**config.mk**
```make
export PLATFORM = sky130hd
export DESIGN_NAME = dsm2_dither_mod
export DESIGN_NICKNAME = d
export VERILOG_FILES = /design/src/rtl/dsm2_pkg.sv /design/src/rtl/dsm2_lfsr.sv /design/src/rtl/dsm2_input_sum.sv /design/src/rtl/dsm2_quant.sv /design/src/rtl/dsm2_dither_mod.sv
export SDC_FILE = /design/constraint.sdc
export NUM_CORES = 1
export LEC_CHECK = 0
export BUFFER_PORTS_ARGS = -buffer_cell sky130_fd_sc_hd__buf_4
export CAP_MARGIN = 5
export CORE_ASPECT_RATIO = 2
export CORE_MARGIN = 4
export CORE_UTILIZATION = 38
export DETAILED_ROUTE_END_ITERATION = 16
export PLACE_DENSITY = 0.67
export SLEW_MARGIN = 25
export SYNTH_ARGS = -nofsm -noshare
export SYNTH_HDL_FRONTEND = slang
export SYNTH_SLANG_ARGS = --single-unit
```
**constraint.sdc**
```tcl
create_clock -name clk -period 9.5 [get_ports clk]
set_input_delay 0 -clock clk [delete_from_list [all_inputs] [get_ports clk]]
set_output_delay 0 -clock clk [all_outputs]
set_load 0.005 [all_outputs]
```
**src/rtl/dsm2_pkg.sv**
```systemverilog
package dsm2_pkg;

  localparam int DEF_IN_W      = 16;
  localparam int DEF_LFSR_LEN  = 22;
  localparam int DEF_LFSR_TAP  = 21;
  localparam logic [DEF_LFSR_LEN-1:0] DEF_LFSR_SEED = 22'h1ACE35;
  localparam int DEF_LEVEL_MAX = 2;
  localparam int DEF_OUT_W     = 3;

  typedef enum logic [1:0] {
    LVL_INSIDE = 2'd0,
    LVL_HIGH   = 2'd1,
    LVL_LOW    = 2'd2
  } lvl_clip_e;

endpackage

```
**src/rtl/dsm2_lfsr.sv**
```systemverilog
module dsm2_lfsr #(
  parameter int LEN = dsm2_pkg::DEF_LFSR_LEN,
  parameter int TAP = dsm2_pkg::DEF_LFSR_TAP,
  parameter logic [LEN-1:0] SEED = dsm2_pkg::DEF_LFSR_SEED
) (
  input  logic clk,
  input  logic rst,
  input  logic adv,
  output logic rnd_bit
);

  logic [LEN-1:0] state;
  logic           fb;

  assign fb      = state[LEN-1] ^ state[TAP-1];
  assign rnd_bit = state[LEN-1];

  always_ff @(posedge clk) begin
    if (rst) begin
      state <= SEED;
    end else if (adv) begin
      state <= {state[LEN-2:0], fb};
    end
  end

endmodule

```
**src/rtl/dsm2_input_sum.sv**
```systemverilog
module dsm2_input_sum #(
  parameter int W = dsm2_pkg::DEF_IN_W
) (
  input  logic [W-1:0] chan,
  input  logic [W-1:0] modw,
  input  logic         rnd_bit,
  input  logic         rnd_en,
  output logic [W-1:0] v
);

  localparam logic [W-1:0] POS_LIM = {1'b0, {(W-1){1'b1}}};
  localparam logic [W-1:0] NEG_LIM = {1'b1, {(W-1){1'b0}}};

  logic [W+1:0] sum;
  logic         ovf_pos;
  logic         ovf_neg;

  always_comb begin
    sum = {{2{chan[W-1]}}, chan}
        + {{2{modw[W-1]}}, modw}
        + {{(W+1){1'b0}}, (rnd_bit & rnd_en)};
    ovf_pos = !sum[W+1] && (sum[W:W-1] != 2'b00);
    ovf_neg =  sum[W+1] && (sum[W:W-1] != 2'b11);
    if (ovf_pos)      v = POS_LIM;
    else if (ovf_neg) v = NEG_LIM;
    else              v = sum[W-1:0];
  end

endmodule

```
**src/rtl/dsm2_quant.sv**
```systemverilog
module dsm2_quant #(
  parameter int AW        = 20,
  parameter int FB        = 15,
  parameter int LEVEL_MAX = dsm2_pkg::DEF_LEVEL_MAX,
  parameter int OUT_W     = dsm2_pkg::DEF_OUT_W
) (
  input  logic signed [AW-1:0]    w,
  output logic        [OUT_W-1:0] y_lvl,
  output logic signed [AW-1:0]    y_fix,
  output logic signed [AW-1:0]    e_new
);
  import dsm2_pkg::*;

  localparam logic signed [AW-1:0] HALF  = AW'(2 ** (FB - 1));
  localparam logic signed [AW-1:0] LMAX  = AW'(LEVEL_MAX);
  localparam logic signed [AW-1:0] LMIN  = -LMAX;

  logic signed [AW-1:0] rounded;
  logic signed [AW-1:0] y_full;
  logic signed [AW-1:0] y_sat;
  logic signed [AW-1:0] e_raw;
  lvl_clip_e            clip;

  always_comb begin
    rounded = w + HALF;
    y_full  = rounded >>> FB;
    if (y_full > LMAX)      clip = LVL_HIGH;
    else if (y_full < LMIN) clip = LVL_LOW;
    else                    clip = LVL_INSIDE;
    case (clip)
      LVL_HIGH: y_sat = LMAX;
      LVL_LOW:  y_sat = LMIN;
      default:  y_sat = y_full;
    endcase
  end

  always_comb begin
    y_fix = y_sat <<< FB;
    e_raw = y_fix - w;
    if (e_raw > HALF)       e_new = HALF;
    else if (e_raw < -HALF) e_new = -HALF;
    else                    e_new = e_raw;
  end

  generate
    if (OUT_W >= AW) begin : g_wide
      assign y_lvl = OUT_W'(y_sat);
    end else begin : g_narrow
      assign y_lvl = y_sat[OUT_W-1:0];
    end
  endgenerate

endmodule

```
**src/rtl/dsm2_dither_mod.sv**
```systemverilog
module dsm2_dither_mod #(
  parameter int IN_W      = dsm2_pkg::DEF_IN_W,
  parameter int LFSR_LEN  = dsm2_pkg::DEF_LFSR_LEN,
  parameter int LFSR_TAP  = dsm2_pkg::DEF_LFSR_TAP,
  parameter logic [LFSR_LEN-1:0] LFSR_SEED = dsm2_pkg::DEF_LFSR_SEED,
  parameter int LEVEL_MAX = dsm2_pkg::DEF_LEVEL_MAX,
  parameter int OUT_W     = dsm2_pkg::DEF_OUT_W,
  localparam int FB       = IN_W - 1,
  localparam int AW       = IN_W + 4
) (
  input  logic             clk,
  input  logic             rst,
  input  logic             div_strobe,
  input  logic             dither_en,
  input  logic [IN_W-1:0]  chan_word,
  input  logic [IN_W-1:0]  mod_word,
  output logic [OUT_W-1:0] mod_out,
  output logic [AW-1:0]    qerr_out,
  output logic             out_valid
);

  logic                 rnd_bit;
  logic [IN_W-1:0]      v;
  logic signed [AW-1:0] v_ext;
  logic signed [AW-1:0] e1_q;
  logic signed [AW-1:0] e2_q;
  logic signed [AW-1:0] w;
  logic [OUT_W-1:0]     y_lvl;
  logic signed [AW-1:0] y_fix;
  logic signed [AW-1:0] e_new;
  logic signed [AW-1:0] dev;

  dsm2_lfsr #(
    .LEN (LFSR_LEN),
    .TAP (LFSR_TAP),
    .SEED(LFSR_SEED)
  ) u_lfsr (
    .clk    (clk),
    .rst    (rst),
    .adv    (div_strobe),
    .rnd_bit(rnd_bit)
  );

  dsm2_input_sum #(
    .W(IN_W)
  ) u_sum (
    .chan   (chan_word),
    .modw   (mod_word),
    .rnd_bit(rnd_bit),
    .rnd_en (dither_en),
    .v      (v)
  );

  assign v_ext = {{(AW-IN_W){v[IN_W-1]}}, v};
  assign w     = v_ext - (e1_q <<< 1) + e2_q;

  dsm2_quant #(
    .AW       (AW),
    .FB       (FB),
    .LEVEL_MAX(LEVEL_MAX),
    .OUT_W    (OUT_W)
  ) u_quant (
    .w    (w),
    .y_lvl(y_lvl),
    .y_fix(y_fix),
    .e_new(e_new)
  );

  assign dev = y_fix - v_ext;

  always_ff @(posedge clk) begin
    if (rst) begin
      e1_q      <= '0;
      e2_q      <= '0;
      mod_out   <= '0;
      qerr_out  <= '0;
      out_valid <= 1'b0;
    end else begin
      out_valid <= div_strobe;
      if (div_strobe) begin
        e1_q     <= e_new;
        e2_q     <= e1_q;
        mod_out  <= y_lvl;
        qerr_out <= dev;
      end
    end
  end

endmodule

```
Yosys cells after proc, flatten, opt, wreduce, memory -nomap -nowiden
Cells that the tools add are included.
Operators by class
  reductions and logical operators: 4
  muxes and demuxes: 7
  eq/ne operators: 3
  $add $sub $neg: 7
  magnitude comparators: 4
  bitwise logic cells: 2
Operators by type and width (count)
  two-way mux 20 bit: 2
  two-way mux 16 bit: 2
  adder 20 x 16 -> 20 bit, second input constant: 1
  adder 20 bit: 1
  greater-than comparator 20 x 16 -> 1 bit, second input constant: 1
  < comparator 20 x 15 -> 1 bit, second input constant: 1
  subtractor 16 x 20 -> 20 bit: 1
  subtractor 20 x 16 -> 20 bit: 1
  subtractor 20 bit: 1
  adder 18 x 1 -> 18 bit: 1
  adder 16 x 16 -> 17 bit: 1
  one-hot mux 5 bit (2 select lines): 1
  greater-than comparator 5 x 3 -> 1 bit, second input constant: 1
  < comparator 5 x 2 -> 1 bit, second input constant: 1
  two-way mux 2 bit: 2
  equality test 2 x 1 -> 1 bit, second input constant: 1
  equality test 2 bit, second input constant: 1
  logical AND 1 bit: 2
  inequality test 2 bit, second input constant: 1
  nonzero test 2 bit: 1
  bitwise AND 1 bit: 1
  logical NOT 1 bit: 1
  XOR 1 bit: 1
Storage, ports and cells
  word-level logic and storage cells: 33
  register bits after elaboration: 86
  output and inout bits: 24

Logic depth before layout (Yosys ltp)
  depth after elaboration: 18
  depth in mapped cells: 41
  depth with buffers taken out: 37

By module
A second synthesis with hierarchy kept.
Unflattened totals
  cell total of the unflattened synthesis: 970
  area total of the unflattened synthesis: 7968.9 sq um
By module, submodules not included
  dsm2_dither_mod: instances 1, sequential area each 1281.2 sq um, area each 4744.6 sq um, cells each 555
  dsm2_quant: instances 1, sequential area each 0.0 sq um, area each 1287.5 sq um, cells each 199
  dsm2_input_sum: instances 1, sequential area each 0.0 sq um, area each 1129.8 sq um, cells each 143
  dsm2_lfsr: instances 1, sequential area each 440.4 sq um, area each 807.0 sq um, cells each 73

Worst setup path after synthesis
No wires, ideal clock.
  path kind: input to register
  from: in chan_word[0]
  to: reg e1_q[8]
  path slack: 1508 ps
  library setup time: 62 ps
  arrival: 7930 ps
  stages: 36
  data required time: 9438 ps
  cell sequence: ha_1 -> inv_1 -> fa_1 -> xnor2_1 -> and3_1 -> o311a_1 -> nand2_1 -> or4_4 -> nor2_1 -> nand4_1 -> o21ai_2 -> clkbuf_1 -> a21oi_1 -> fa_1 -> inv_1 -> ha_1 -> a21oi_1 -> o21ai_2 -> a221o_1 -> a31o_1 -> o31a_1 -> or3_1 -> mux2_4 -> and2_4 -> buf_6 -> and3_1 -> o21a_1 -> ha_1 -> and3_1 -> a21oi_1 -> o21ai_0 -> a31oi_2 -> xor2_2 -> buf_2 -> nand4_1 -> nand3_1
On the way
  cells in the longest elaborated chain, start to end: 18
Ends and longest elaborated chain
  start, declared: line dsm2_dither_mod.sv:15  | input logic [IN_W-1:0] chan_word,
  adder 16 x 16 -> 17 bit (*): line dsm2_input_sum.sv:20  | + {{2{modw[W-1]}}, modw}
  adder 18 x 1 -> 18 bit (*): line dsm2_input_sum.sv:21  | + {{(W+1){1'b0}}, (rnd_bit & rnd_en)};
  inequality test 2 bit: line dsm2_input_sum.sv:23  | ovf_neg = sum[W+1] && (sum[W:W-1] != 2'b11);
  logical AND 1 bit: line dsm2_input_sum.sv:23
  two-way mux 16 bit: line dsm2_input_sum.sv:25  | else if (ovf_neg) v = NEG_LIM;
  two-way mux 16 bit (*): line dsm2_input_sum.sv:24  | if (ovf_pos) v = POS_LIM;
  subtractor 16 x 20 -> 20 bit (*): line dsm2_dither_mod.sv:55  | assign w = v_ext - (e1_q <<< 1) + e2_q;
  adder 20 bit (*): line dsm2_dither_mod.sv:55
  [3 not listed]
  two-way mux 2 bit: line dsm2_quant.sv:27  | if (y_full > LMAX) clip = LVL_HIGH;
  equality test 2 bit or equality test 2 x 1 -> 1 bit (tied branches): line dsm2_quant.sv:30  | case (clip)
  one-hot mux 5 bit (2 select lines) (*): line dsm2_quant.sv:30
  via u_quant.y_fix[15]: line dsm2_quant.sv:9  | output logic signed [AW-1:0] y_fix,
  subtractor 20 bit (*): line dsm2_quant.sv:39  | e_raw = y_fix - w;
  < comparator 20 x 15 -> 1 bit: line dsm2_quant.sv:41  | else if (e_raw < -HALF) e_new = -HALF;
  two-way mux 20 bit: line dsm2_quant.sv:41
  two-way mux 20 bit (*): line dsm2_quant.sv:40  | if (e_raw > HALF) e_new = HALF;
  end signal, assigned: line dsm2_dither_mod.sv:81  | e1_q <= e_new;
  end, declared: line dsm2_dither_mod.sv:25  | logic signed [AW-1:0] e1_q;
The timed path passes the listed nets; every way through them passes the cells marked *.
A chain may end at the register's enable or synchronous reset.

Worst setup path after layout
  from: reg u_lfsr.state[21]
  to: reg e1_q[1]
On the way
  cells in the longest elaborated chain, start to end: 18
Ends and longest elaborated chain
  start, declared: line dsm2_lfsr.sv:12  | logic [LEN-1:0] state;
  start signal, assigned: line dsm2_lfsr.sv:22  | state <= {state[LEN-2:0], fb};
  bitwise AND 1 bit (*): line dsm2_input_sum.sv:21
  adder 18 x 1 -> 18 bit (*): line dsm2_input_sum.sv:21
  inequality test 2 bit: line dsm2_input_sum.sv:23
  logical AND 1 bit: line dsm2_input_sum.sv:23
  two-way mux 16 bit: line dsm2_input_sum.sv:25
  two-way mux 16 bit (*): line dsm2_input_sum.sv:24
  subtractor 16 x 20 -> 20 bit (*): line dsm2_dither_mod.sv:55
  adder 20 bit (*): line dsm2_dither_mod.sv:55
  [3 not listed]
  two-way mux 2 bit: line dsm2_quant.sv:27
  equality test 2 bit or equality test 2 x 1 -> 1 bit (tied branches): line dsm2_quant.sv:30
  one-hot mux 5 bit (2 select lines) (*): line dsm2_quant.sv:30
  via u_quant.y_fix[15]: line dsm2_quant.sv:9
  subtractor 20 bit (*): line dsm2_quant.sv:39
  < comparator 20 x 15 -> 1 bit: line dsm2_quant.sv:41
  two-way mux 20 bit: line dsm2_quant.sv:41
  two-way mux 20 bit (*): line dsm2_quant.sv:40
Marked as above.

==> run_results.csv <==
group,metric,value,unit
grt,grt_max_degree,84,
synthesis,async_flop_share,0,%
route,via_count,7370,
synthesis,yosys.area_share.adder,12.4,%
status,status,"completed",
worst_setup_path,critPathLaunchType,"register",
worst_setup_path,timing.reg2reg.setup_slack,0.76,ns
grt,grt_use_total,19.0,%
timing,slew_headroom,39.8,%
timing,finalClockSkew,0.00737,ns
route,drt_iter0_drc,348,
synthesis,synth.distinct_cells,93,
die,die_height,212,um
timing,hold_viol,0,
worst_setup_path,cp-end-kind,"register",
synthesis,synth_compound_area_share,21.0,%
worst_hold_path,min_to,"e1_q[15]",
synthesis,yosysSeqAreaShare,21.7,%
clock_network,clock_latency,0.35,ns
cells_and_area,layout_commonest_cell,"nor2_1",
synthesis,ys_warn_count,0,
grt,overflow,0,
clock_network,post_cts_resized,0,
worst_setup_path,crit_fanout,18,
route,drt-total-wl,21600,um
synthesis,yosys_most_used_dff,"dfxtp_1",
cells_and_area,antennaDiodeCount,0,
worst_setup_path,slowest_stage,"o21ai_2",
worst_setup_path,r2r-start,"u_lfsr.state[21]",
place,hpwl,17500,um
place,placed_area,8590,um2
synthesis,synth-seq-cells,86,
worst_setup_path,r2r_cells,35,
run,maxCapViolCount,0,
clock_network,cts.htree.levels,3,
cells_and_area,drive_gt1_share,13.2,%
synthesis,synth_top_family_by_area,"simple AND/OR/NAND/NOR gates",
worst_setup_path,cp.arrival,9.03,ns
clock_network,holdBufCountCts,0,
grt,grt_pass1_wl,35100,um
clock_network,path_clk_slew,0.07,ns
worst_hold_path,hold_class,"in -> reg",
timing,fin_crit,8.74,ns
worst_setup_path,slowest_delay,0.64,ns
clock_network,cts_tree,"yes",
synthesis,muxShareOfSynthArea,5.55,%
clock_network,cts_sinks,86,
cells_and_area,fin_area,8910,um2
timing,tightest_slew,0.903,ns
timing,whs,0.0783,ns
worst_hold_path,hold_depth,3,
worst_setup_path,crit_required,9.79,ns
synthesis,synth_xor_area_share,8.04,%
grt,antenna_found_initial,0,
cells_and_area,areaGrowthSynthToFinish,12.5,%
die,die-area,23300,um2
route,post-route-drc-count,0,
synthesis,syn_avg_cell_area,8.03,um2
synthesis,synthSimpleGateAreaFrac,25.4,%
timing,drv_slew,0,
clock_network,cts_buffers,9,
route,via_per_inst,5.68,
worst_setup_path,path_class,"reg -> reg",
grt,grt_pass1_vias,7407,
route,drtAntennaViolNets,0,
die,core-area,20500,um2
worst_hold_path,min_from,"div_strobe",
timing,rsz0062_at_grt,"no",
clock_network,cts_root_buf,"clkbuf_16",
synthesis,synth_edf_count,0,
synthesis,syn_nets,1089,
place,io_buffer_count,59,
die,rows,74,
synthesis,netlist_instances,986,
timing,finalSetupTns,0,ns
worst_setup_path,critical_path.reg2reg.endpoint,"e1_q[1]",
cells_and_area,final_cell_mix,"109 x nor2_1, 86 x dfxtp_1, 74 x buf_4",
route,dr.pass1.iters,6,
cells_and_area,final_util,43.5,%
synthesis,syn_area,7920,um2
timing,max_freq,114,MHz
die,die_x,110,um
die,num_io_pins,60,
timing,setup_viol,0,
cells_and_area,fin_nets,1129,
place,place_congestion,0.940,
timing,min_period_over_period,92.0,%
die,initial_utilization,38.7,%
route,wire_per_inst,16.7,um
clock_network,postCtsSetupBuffers,0,
clock_network,cts_max_path_buffers,2,
## critical path, delay by kind of cell (launching register included)
kind | cells | cell delay (ns)
and+or+nand+nor | 13 | 2.71
AOI/OAI and AO/OA | 12 | 3.26
xor gates and xnor gates | 1 | 0.18
DFF | 1 | 0.35
buffers and inverters | 4 | 0.36
adders and majority gates | 5 | 1.79
## Yosys cell counts (all sizes together), types with 5 or more instances
| master | instances | area share (%) |
|---|---|---|
| a211o | 14 | 1.5 |
| a211oi | 18 | 2.0 |
| a21o | 13 | 1.2 |
| a21oi | 58 | 3.9 |
| a22oi | 6 | 0.57 |
| a31oi | 8 | 0.90 |
| and2 | 28 | 2.2 |
| and3 | 17 | 1.3 |
| buf | 21 | 1.6 |
| clkbuf | 24 | 1.1 |
| dfxtp | 86 | 22 |
| fa | 19 | 4.8 |
| ha | 48 | 7.6 |
| inv | 66 | 3.1 |
| mux2i | 40 | 5.2 |
| nand2 | 66 | 3.1 |
| nand3 | 34 | 2.2 |
| nand4 | 39 | 3.1 |
| nor2 | 109 | 5.2 |
| nor2b | 5 | 0.40 |
| nor3 | 24 | 1.9 |
| nor3b | 5 | 0.62 |
| nor4 | 10 | 1.1 |
| o211ai | 10 | 1.1 |
| o21a | 14 | 1.3 |
| o21ai | 33 | 2.2 |
| o22ai | 5 | 0.40 |
| o31ai | 6 | 0.57 |
| or2 | 11 | 0.87 |
| or3 | 11 | 0.87 |
| xnor2 | 46 | 5.2 |
| xor2 | 25 | 2.9 |
## per-stage QoR
step / setup WS, ns / instances
after detailed placement: 0.674 / 1281
after global placement: 0.847 / 1281
after CTS: 0.761 / 1297
after floorplan: 1.51 / 986
final: 0.760 / 1297
after global routing: 0.143 / 1297
## metal layers
metal  part of all wire [%]  global-route usage, %  vias to the layer above
li1                       -                      -                     3630
met1                     35                   18.1                     3470
met2                     55                   36.0                      189
met3                    2.8                   1.88                       81
met4                    7.3                   13.9                        0
met5                      0                      0                        -
## how the worst max path moves through the flow
| stage | startpoint | end | slack, ns |
|---|---|---|---|
| 6_report | u_lfsr.state[21] | e1_q[1] | 0.76 |
| 5_1_grt | u_lfsr.state[21] | e1_q[3] | 0.14 |
| 4_1_cts | u_lfsr.state[21] | e1_q[1] | 0.76 |
| 2_1_floorplan | chan_word[0] | e1_q[8] | 1.51 |
| 3_5_place_dp | chan_word[0] | e1_q[1] | 0.67 |
| 3_3_place_gp | chan_word[0] | e1_q[3] | 0.85 |
## state kept, by name (all words and copies together) (netlist names)
name	count
e1_q	20
e2_q	20
mod_out	3
out_valid	1
qerr_out	20
u_lfsr.state	22
## cell families (layout without fill, tap and decap cells)
group,count (synthesis),in the layout
muxes,42,42
AOI/OAI and AO/OA,228,228
xor gates and xnor gates,71,71
adders and majority gates,67,67
buffers and inverters,111,156
DFF,86,86
and+or+nand+nor,381,381
## layout make-up
type                       count  area [um2]
fill                        2035       11600
multi-input combinational    789        5730
sequential                    86        1720
timing repair buffer          74         556
tap                          266         333
inverter                      66         248
clock buffer                  10         239
clock inverter                 6        77.6
Power is not shown: default switching activity piles up to over one toggle a cycle in this logic, so the estimate is an artifact.
